## config.mk

```make
export PLATFORM = sky130hd
export DESIGN_NAME = sched_walker
export DESIGN_NICKNAME = d
export VERILOG_FILES = /design/src/rtl/sw_pkg.sv /design/src/rtl/sw_frame_timer.sv /design/src/rtl/sw_link_decode.sv /design/src/rtl/sched_walker.sv
export SDC_FILE = /design/constraint.sdc
export NUM_CORES = 1
export LEC_CHECK = 0
export ABC_CLOCK_PERIOD_IN_PS = 4700
export BUFFER_PORTS_ARGS = -buffer_cell sky130_fd_sc_hd__buf_2
export CORE_UTILIZATION = 40
export DETAILED_ROUTE_END_ITERATION = 7
export SLEW_MARGIN = 20
export SYNTH_ARGS = -nofsm -noshare
export SYNTH_HDL_FRONTEND = slang
export SYNTH_SLANG_ARGS = --single-unit
```

## constraint.sdc

```tcl
create_clock -name clk -period 4.7 [get_ports clk]
set_clock_uncertainty 0.2 [all_clocks]
set_input_delay 0.47 -clock clk [delete_from_list [all_inputs] [get_ports clk]]
set_output_delay 0.47 -clock clk [all_outputs]
set_load 0.02 [all_outputs]
```

## src/rtl/sw_pkg.sv

```systemverilog
package sw_pkg;
    // link pointer fields
    localparam int PTR_T_BIT = 0;
    localparam int PTR_Q_BIT = 1;
    // descriptor control word fields
    localparam int CTL_ACTIVE = 31;
    localparam int CTL_IOC    = 30;
    localparam int CTL_DONE   = 29;
    // word offsets inside a queue head or descriptor
    localparam int LINK_OFS = 0;
    localparam int BODY_OFS = 4;

    typedef enum logic [3:0] {
        S_STOP, S_ENTRY, S_LINK, S_PTR, S_QH_LINK, S_QH_ELEM,
        S_TD_CTRL, S_EXEC, S_TD_RD, S_TD_LINK, S_IDLE
    } walk_st_e;
endpackage

```

## src/rtl/sw_frame_timer.sv

```systemverilog
module sw_frame_timer #(
    parameter int FRAME_CYCLES = 48000,
    parameter int IDX_W        = 10
) (
    input  logic             clk,
    input  logic             rst_n,
    input  logic             run,
    output logic             expire,
    output logic [IDX_W-1:0] idx
);
    localparam int TMR_W = (FRAME_CYCLES > 1) ? $clog2(FRAME_CYCLES) : 1;

    typedef struct packed {
        logic [TMR_W-1:0] tmr;
        logic [IDX_W-1:0] idx;
    } tmr_t;

    tmr_t r_q, r_d;

    always_comb begin
        r_d    = r_q;
        expire = run && (r_q.tmr == TMR_W'(FRAME_CYCLES - 1));
        if (!run) begin
            r_d.tmr = '0;
        end else if (expire) begin
            r_d.tmr = '0;
            r_d.idx = r_q.idx + IDX_W'(1);
        end else begin
            r_d.tmr = r_q.tmr + TMR_W'(1);
        end
    end

    always_ff @(posedge clk) begin
        if (!rst_n) r_q <= '0;
        else        r_q <= r_d;
    end

    assign idx = r_q.idx;
endmodule

```

## src/rtl/sw_link_decode.sv

```systemverilog
module sw_link_decode #(
    parameter int DW = 32,
    parameter int AW = 32
) (
    input  logic [DW-1:0] link,
    output logic          term,
    output logic          is_qh,
    output logic [AW-1:0] addr
);
    import sw_pkg::*;
    logic unused_rsvd;
    assign unused_rsvd = ^link[3:2];
    assign term  = link[PTR_T_BIT];
    assign is_qh = link[PTR_Q_BIT];
    assign addr  = {link[AW-1:4], 4'b0000};
endmodule

```

## src/rtl/sched_walker.sv

```systemverilog
module sched_walker #(
    parameter int AW           = 32,
    parameter int DW           = 32,
    parameter int IDX_W        = 10,
    parameter int FRAME_CYCLES = 48000,
    parameter int EXEC_LAT     = 4
) (
    input  logic             clk,
    input  logic             rst_n,
    input  logic             run,
    input  logic             base_we,
    input  logic [AW-1:0]    base_wdata,
    input  logic             irq_clr,
    output logic             irq,
    output logic [IDX_W-1:0] frame_idx,
    output logic             mem_req,
    output logic             mem_we,
    output logic [AW-1:0]    mem_addr,
    output logic [DW-1:0]    mem_wdata,
    input  logic [DW-1:0]    mem_rdata
);
    import sw_pkg::*;

    localparam int PAGE_W = AW - IDX_W - 2;
    localparam int CNT_W  = (EXEC_LAT > 1) ? $clog2(EXEC_LAT) : 1;

    typedef struct packed {
        walk_st_e         st;
        logic [PAGE_W-1:0] base;
        logic [DW-1:0]    ptr;
        logic [AW-1:0]    cur;
        logic [DW-1:0]    qh_link;
        logic             in_qh;
        logic [DW-1:0]    ctrl;
        logic [CNT_W-1:0] cnt;
        logic             irq;
    } walk_t;

    walk_t r_q, r_d;
    logic  expire;
    logic  set_irq;
    logic  p_term, p_qh;
    logic [AW-1:0] p_addr;
    logic  unused_base_lo;

    assign unused_base_lo = ^base_wdata[AW-PAGE_W-1:0];

    sw_frame_timer #(.FRAME_CYCLES(FRAME_CYCLES), .IDX_W(IDX_W)) u_tmr (
        .clk(clk), .rst_n(rst_n), .run(run), .expire(expire), .idx(frame_idx)
    );

    sw_link_decode #(.DW(DW), .AW(AW)) u_dec (
        .link(r_q.ptr), .term(p_term), .is_qh(p_qh), .addr(p_addr)
    );

    always_comb begin
        r_d       = r_q;
        mem_req   = 1'b0;
        mem_we    = 1'b0;
        mem_addr  = '0;
        mem_wdata = '0;
        set_irq   = 1'b0;
        if (base_we) r_d.base = base_wdata[AW-1:AW-PAGE_W];

        case (r_q.st)
            S_STOP: if (run) r_d.st = S_ENTRY;
            S_ENTRY: begin
                mem_req  = 1'b1;
                mem_addr = {r_q.base, frame_idx, 2'b00};
                r_d.st   = S_LINK;
            end
            S_LINK: begin
                r_d.ptr   = mem_rdata;
                r_d.in_qh = 1'b0;
                r_d.st    = S_PTR;
            end
            S_PTR: begin
                if (p_term) begin
                    r_d.st = S_IDLE;
                end else begin
                    mem_req = 1'b1;
                    r_d.cur = p_addr;
                    if (p_qh) begin
                        mem_addr = p_addr + AW'(LINK_OFS);
                        r_d.st   = S_QH_LINK;
                    end else begin
                        mem_addr = p_addr + AW'(BODY_OFS);
                        r_d.st   = S_TD_CTRL;
                    end
                end
            end
            S_QH_LINK: begin
                r_d.qh_link = mem_rdata;
                mem_req     = 1'b1;
                mem_addr    = r_q.cur + AW'(BODY_OFS);
                r_d.st      = S_QH_ELEM;
            end
            S_QH_ELEM: begin
                if (mem_rdata[PTR_T_BIT]) begin
                    r_d.ptr   = r_q.qh_link;
                    r_d.in_qh = 1'b0;
                end else begin
                    r_d.ptr   = mem_rdata;
                    r_d.in_qh = 1'b1;
                end
                r_d.st = S_PTR;
            end
            S_TD_CTRL: begin
                r_d.ctrl = mem_rdata;
                if (mem_rdata[CTL_ACTIVE]) begin
                    r_d.cnt = CNT_W'(EXEC_LAT - 1);
                    r_d.st  = S_EXEC;
                end else begin
                    r_d.st  = S_TD_RD;
                end
            end
            S_EXEC: begin
                if (r_q.cnt == '0) begin
                    mem_req   = 1'b1;
                    mem_we    = 1'b1;
                    mem_addr  = r_q.cur + AW'(BODY_OFS);
                    mem_wdata = r_q.ctrl;
                    mem_wdata[CTL_ACTIVE] = 1'b0;
                    mem_wdata[CTL_DONE]   = 1'b1;
                    set_irq   = r_q.ctrl[CTL_IOC];
                    r_d.st    = S_TD_RD;
                end else begin
                    r_d.cnt = r_q.cnt - CNT_W'(1);
                end
            end
            S_TD_RD: begin
                mem_req  = 1'b1;
                mem_addr = r_q.cur + AW'(LINK_OFS);
                r_d.st   = S_TD_LINK;
            end
            S_TD_LINK: begin
                if (mem_rdata[PTR_T_BIT] && r_q.in_qh) begin
                    r_d.ptr   = r_q.qh_link;
                    r_d.in_qh = 1'b0;
                end else begin
                    r_d.ptr   = mem_rdata;
                end
                r_d.st = S_PTR;
            end
            S_IDLE: r_d.st = S_IDLE;
            default: r_d.st = S_STOP;
        endcase

        if (!run || expire) begin
            r_d.st  = run ? S_ENTRY : S_STOP;
            mem_req = 1'b0;
            mem_we  = 1'b0;
            set_irq = 1'b0;
        end

        r_d.irq = set_irq | (r_q.irq & ~irq_clr);
    end

    always_ff @(posedge clk) begin
        if (!rst_n) begin
            r_q    <= '0;
            r_q.st <= S_STOP;
        end else begin
            r_q    <= r_d;
        end
    end

    assign irq = r_q.irq;
endmodule


```

==> results of run 1 <==
routing by layer:
metal	part of all wire	GRT usage	up-vias
met5	0	0	-
met4	0.014	0.0602	0
met3	0.036	0.0447	21
met2	0.50	0.337	122
met1	0.45	0.248	3128
li1	-	-	3347
cells by family after synthesis:
kind of cell	share of synthesized area
DFF	0.456
other	0.000496
and+or+nand+nor	0.201
buffers and inverters	0.0787
adders and majority gates	0.00497
muxes	0.0649
AOI/OAI and AO/OA	0.176
xor gates and xnor gates	0.0185
report_power, final:
part / internal (mW) / total, mW / switching [mW]
combinational: 0.0593 / 0.162 / 0.103
sequential: 1.49 / 1.51 / 0.0258
clock: 0.862 / 1.48 / 0.613
critical path, delay by kind of cell (launching register included):
kind,cells,cell delay (ns)
AND/OR/NAND/NOR,2,1.03
flip-flops,1,0.75
buffers and inverters,3,0.63
AO/OA/AOI/OAI,1,0.10
synth_stat cells (2+ instances only):
cell type,n,share of area
nand2_1,189,0.094
dfxtp_1,172,0.46
a21oi_1,131,0.087
clkbuf_1,64,0.032
mux2i_1,49,0.065
nor2_1,48,0.024
inv_1,40,0.020
o21ai_0,35,0.023
and3_1,32,0.026
a222oi_1,28,0.037
buf_4,15,0.015
xnor2_1,12,0.014
nand3_1,9,0.0060
nand4_1,8,0.0066
nor3_1,8,0.0053
o31ai_1,7,0.0070
nor4_1,6,0.0050
or4_1,6,0.0060
and2_1,4,0.0033
buf_6,4,0.0060
o211ai_1,4,0.0040
xor2_1,4,0.0046
buf_2,3,0.0020
ha_1,3,0.0050
nand2b_1,3,0.0025
nor2b_1,3,0.0025
nor3b_1,3,0.0030
a311oi_1,2,0.0023
clkbuf_8,2,0.0036
o21a_1,2,0.0020
o31a_2,2,0.0026
path summary, 6_finish.rpt:
check | from | to | slack, ns | cells after the start
worst max register to register | r_q[153]$_SDFFE_PN0P_ | r_q[1]$_SDFFE_PN0P_ | 2.05 | 5
worst min-delay path | base_wdata[27] | r_q[147]$_SDFFE_PN0P_ | 0.07 | 3
worst max-delay path | r_q[152]$_SDFFE_PN0P_ | mem_addr[19] | 1.08 | 6
worst min register to register | r_q[19]$_SDFFE_PN0P_ | r_q[19]$_SDFFE_PN0P_ | 0.25 | 2
area by class of cell:
type | count | area, um^2 | area share
antenna | 1 | 2.50 | 0.000282
multi-input combinational | 623 | 3570 | 0.403
inverter | 40 | 151 | 0.0171
clock inverter | 14 | 183 | 0.0206
clock buffer | 18 | 439 | 0.0496
sequential | 172 | 3440 | 0.389
tap | 229 | 287 | 0.0323
timing repair buffer | 148 | 786 | 0.0887
state kept, by name, summed over array words and instances (netlist names):
| register | count |
|---|---|
| r_q | 145 |
| u_tmr.r_q | 16 |
| u_tmr.idx | 10 |
| irq | 1 |
per-stage QoR:
step	cells	cell area (um^2)
floorplan	924	7560
global placement	1212	8240
detailed placement	1212	8240
CTS	1244	8860
global route	1244	8860
finish	1245	8860
==> impl_results.md, run 1 <==
* Measured slew at the worst slew-check pin at just over 1 ns
* GR Overflow Total at 0
* Hold Crit Class: in -> reg
* Die Ht at 139 um
* Reg clk slew, reported paths at approximately 0.070 ns
* Clk sinks at roughly 170
* Tot Pwr at ~3.1 mW
* DP Worst Slack at 1.55 ns
* Vias per cell at roughly 5.3
* Area grow syn2layout at 17.3%
* CTS tree: done
* Fin util at 0.487
* CP max stage delay at approximately 0.75 ns
* GR Util All Layers at 0.198
* Final Setup Violations at 0
* I/O Buffers at between 100 and 150
* Fin worst setup slack at approximately 1.1 ns
* Crit end category: output pin
* Drt drc at 0
* Layout cell share with drive strength beyond 1 at 0.191
* CTS root buf: clkbuf_16
* H-tree depth at 4
* Post-CTS sizing at 0
* Largest net degree at the start of global routing at just under 90
* # rows at 49
* Syn. warnings at 0
* Post-synthesis sequential area ratio at 0.456
* Vias in the first global route at a little under 6,000
* Hold_buf cts at 0
* Cells along the critical path: nand2b_1 -> nor3_2 -> buf_4 -> a222oi_1 -> inv_1 -> buf_2
* Vias at roughly 6,600
* First-pass GRT wire length at around 30 mm
* Final TNS setup at 0 ns
* Synth Register Bits at around 170
* DRT iter0 DRCs at between 600 and 700
* Avg Synthesized Cell Area at ~8 um^2
* Final Hold Viols at 0
* Core Area at 0.0182 mm^2
* Most frequent cells in the layout: 189 x nand2_1, 172 x dfxtp_1, 131 x a21oi_1, 130 x buf_2, 49 x mux2i_1
* WL per Instance at between 15 and 20 um
* Post-synth ARST share at 0
* Die area at between 0.015 and 0.02 mm^2
* EDFF count, synth at 0
* Number of post-CTS setup repair buffers at 0
* Crit path kind: reg -> out
* Clk_lat worst skew at about 0.43 ns
* Commonest non-fill, non-tap cell in the layout: nand2_1
* Starting Density at 0.415
* Routed Antenna Nets at 0
* Tightest hold margin at roughly 0.068 ns
* Layout net count at 1,074
* Slew headroom at 0.316
* Worst path required time at between 4 and 5 ns
* Routed Wire Length at roughly 19 mm
* Slew Limit Fails at 0
* Max FO, Critical Path at 17
* Initial antenna violation count at 1
* DP HPWL at between 10 and 15 mm
* Cell area after synthesis at around 0.0076 mm^2
* Post-synth cell types at 55
* Critical-path top delay cell: dfxtp_1
* Max IR drop VDD at between 0.2 and 0.3 mV
* Max Cap Violations at 0
* Crit share post-route at 0.769
* Fmax at approximately 280 MHz
* Die Wd at around 140 um
* RSZ-0062 raised after global routing: false
* Syn Inst Count at 922
* Status: complete, no violations
* Pwr per Cell Area at ~360 mW/mm^2
* Most used DFF post-synth: dfxtp_1
* Crit path time final at ~3.6 ns
* Nature of the critical path startpoint: flip-flop
* CTS buffer count at 17
* GP Congestion at roughly 0.85
* Leakage at between 3 and 4 nW
* Worst path arrival time at ~3 ns
* Deepest clock path buffer count at 2
* IO Count at 146
* Filler instances at around 1,800
* DRT Pass-1 Iters at 6
Power figures use the tool's default switching activity.
==> inputs of run 2 (changes only) <==
--- a/config.mk
+++ b/config.mk
@@ -5,7 +5,7 @@
 export SDC_FILE = /design/constraint.sdc
 export NUM_CORES = 1
 export LEC_CHECK = 0
-export ABC_CLOCK_PERIOD_IN_PS = 4700
+export ABC_CLOCK_PERIOD_IN_PS = 2950
 export BUFFER_PORTS_ARGS = -buffer_cell sky130_fd_sc_hd__buf_2
 export CORE_UTILIZATION = 40
 export DETAILED_ROUTE_END_ITERATION = 7
==> constraint.sdc (replaced) <==
create_clock -name clk -period 2.95 [get_ports clk]
set_clock_uncertainty 0.2 [all_clocks]
set_input_delay 0.295 -clock clk [delete_from_list [all_inputs] [get_ports clk]]
set_output_delay 0.295 -clock clk [all_outputs]
set_load 0.02 [all_outputs]
==> run 2 against run 1 <==
Against the previous run:
- final area up 6.9%
- combinational power up 100%
- first-iteration DRC count down 0.65%
- sequential power up 60%
- clock power up 57%
- cell count up 4.7%
- count of clock-buffer cells in the layout up 1
- die area unchanged
- global-route usage up 0.98 points
- total power up 60%
- critical endpoint is now mem_addr[2]
- largest cell class unchanged
- largest power group unchanged
- highest routed layer unchanged
==> impl_results.md, run 2 (synthesis gave the netlist of run 1 again) <==
* Status: complete, no violations
* GR Overflow Total at 0 (unchanged)
* Die Wd at 139 um (unchanged)
* DP Worst Slack at 0.442 ns (-1.10 ns)
* CP max stage delay at 0.52 ns (-0.23 ns)
* CTS tree: done
* FF+latch area at 0.00345 mm^2 (about the same)
* DP HPWL at 13.0 mm (+1.7%)
* WL per Instance at 15.5 um (+0.87%)
* CTS buffer count at 17 (unchanged)
* Final Hold Viols at 0 (unchanged)
* Slew headroom at 0.557 (+0.241)
* Vias in the first global route at 6,020 (+3.1%)
* Clk pwr share at 0.459 (-0.010)
* Crit end category: output pin
* Multi-input gate area at 0.00357 mm^2 (unchanged)
* Deepest clock path buffer count at 2 (unchanged)
* Internal at 3.83 mW (+59%)
* Most frequent cells in the layout: 189 x nand2_1, 170 x dfxtp_1, 131 x a21oi_1, 130 x buf_2, 55 x dlygate4sd3_1
* Leakage at 4.16 nW (+6.9%)
* Filler instances at 1,681 (-5.6%)
* RSZ-0062 raised after global routing: false
* Initial antenna violation count at 0 (-1)
* Area grow syn2layout at 25.4%
* Max FO, Critical Path at 33 (+16)
* Final TNS setup at 0 ns (unchanged)
* Core Area at 0.0182 mm^2 (unchanged)
* Commonest non-fill, non-tap cell in the layout: nand2_1
* Antenna fix cells at 0 (-1)
* Worst path required time at 2.46 ns (-1.57 ns)
* Power share of the combinational group at 0.065 (+0.013)
* Worst path arrival time at 2.22 ns (-0.73 ns)
* Vias per cell at 5.22 (-1.9%)
* Hold Crit Class: reg -> reg
* R2R Setup Slk at 0.43 ns (-1.62 ns)
* Vias at 6,801 (+2.8%)
* Routed Antenna Nets at 0 (unchanged)
* Largest net degree at the start of global routing at 57 (-35%)
* # rows at 49 (unchanged)
* Measured slew at the worst slew-check pin at 0.664 ns (-0.356 ns)
* Slew Limit Fails at 0 (unchanged)
* Layout net count at 1,134 (+5.6%)
* Final Setup Violations at 0 (unchanged)
* Pwr per Cell Area at 533 mW/mm^2 (+50%)
* Finished Layout Cells at 1,304 (+4.7%)
* Nature of the critical path startpoint: flip-flop
* Critical-path top delay cell: dfxtp_2
* GP Congestion at 0.789 (-7.3%)
* Crit path kind: reg -> out
* Worst r2r src: u_tmr.r_q[10]$_SDFF_PP0_
* Die Ht at 139 um (unchanged)
* Reg clk slew, reported paths at 0.07 ns (about the same)
* DRT Pass-1 Iters at 8 (+2)
* GR Util All Layers at 0.208 (+0.00981)
* Layout cell share with drive strength beyond 1 at 0.187 (-0.00416)
* Fmax at roughly 370 MHz
* Sw Pwr at 1.22 mW (+64%)
* Cells after DPL at 1,217 (+0.41%)
* Drt drc at 0 (unchanged)
* IO Count at 146 (unchanged)
* DRT iter0 DRCs at 614 (-0.65%)
* Fin worst setup slack at 0.240 ns (-0.845 ns)
* Crit path time final at approximately 2.7 ns
* First-pass GRT wire length at 31.8 mm (+5.1%)
* Net Sw Frac at 0.241 (+0.00567)
* Number of post-CTS setup repair buffers at 0 (unchanged)
* Cells along the critical path: and4b_1 -> buf_4 -> and2_1 -> nor2_1 -> o211ai_1 -> buf_2
* CTS root buf: clkbuf_16
* H-tree depth at 4 (unchanged)
* Crit path from: r_q[154]$_SDFFE_PN0P_
* Worst min-delay path startpoint: r_q[13]$_SDFFE_PN0P_
* Max reg flops at 145 (unchanged)
* Max Cap Violations at 0 (unchanged)
* Max IR drop VDD at 0.490 mV (+78%)
* Largest Register: r_q
* Sequential power share at 0.476 (-0.004)
* Starting Density at 0.415 (unchanged)
* Die area at 0.0194 mm^2 (unchanged)
* Clk_lat worst skew at 0.44 ns (about the same)
* Crit share post-route at 0.919
* Routed Wire Length at 20.2 mm (+5.7%)
* I/O Buffers at 130 (unchanged)
* Clk sinks at 172 (unchanged)
## run 2: cell types whose count changed in the layout (fill, tap and decap cells not counted), moves of 2 or more
cell and delta:
dlygate4sd3_1 +55, buf_12 +3, buf_4 +2, clkinv_4 -2, dfxtp_1 -2, dfxtp_2 +2
inv_8 +2
## run 2: area by class of cell
cell class,count,area share
Multi-Input combinational cell,623,0.377
Sequential cell,172,0.364
Timing Repair Buffer,208,0.149
Clock buffer,19,0.0478
Tap cell,229,0.0303
Clock inverter,13,0.0164
Inverter,40,0.0160
## run 2: timing repair
action / CTS / global route
resized for setup: 0 / 2
hold buffers: 55 / 0
hold endpoints to repair: 90 / 0
setup endpoints to repair: 0 / 18
## run 2: stage by stage
stage | hold slack (ns) | utilization | power, mW | cell area, um^2
4_1_cts | 0.245 | 0.520 | 5.11 | 9470
2_1_floorplan | 0.228 | - | 2.61 | 7560
3_3_place_gp | 0.238 | 0.456 | 2.73 | 8310
3_5_place_dp | 0.242 | 0.456 | 2.73 | 8310
5_1_grt | 0.266 | 0.520 | 5.24 | 9470
6_report | 0.250 | 0.520 | 5.05 | 9470
## run 2: power by group through the flow
stage          registers, mW  clock network [mW]  logic (mW)
2_1_floorplan           2.44                   0       0.168
5_1_grt                 2.41                2.48       0.359
3_3_place_gp            2.46                   0       0.270
6_report                2.41                2.32       0.327
4_1_cts                 2.40                2.38       0.329
3_5_place_dp            2.46                   0       0.272
## run 2: final timing paths
check	to	cells after the start
worst min-delay path	r_q[13]$_SDFFE_PN0P_	2
worst max-delay path	mem_addr[2]	6
worst min register to register	r_q[13]$_SDFFE_PN0P_	2
worst max register to register	u_tmr.r_q[23]$_SDFF_PP0_	6
## run 2: layer usage
layer	up-vias	track usage	routed length, um	part of all wire
li1	3469	-	-	-
met1	3164	0.263	8900	0.44
met5	-	0	0	0
met3	18	0.0465	868	0.043
met2	150	0.349	10200	0.50
met4	0	0.0673	274	0.014
## run 2: worst max-delay path, delay by kind of cell (launching register included)
family,cells,cell delay (ns)
AOI/OAI and AO/OA,1,0.13
buffers and inverters,2,0.52
DFF,1,0.52
and+or+nand+nor,3,0.62
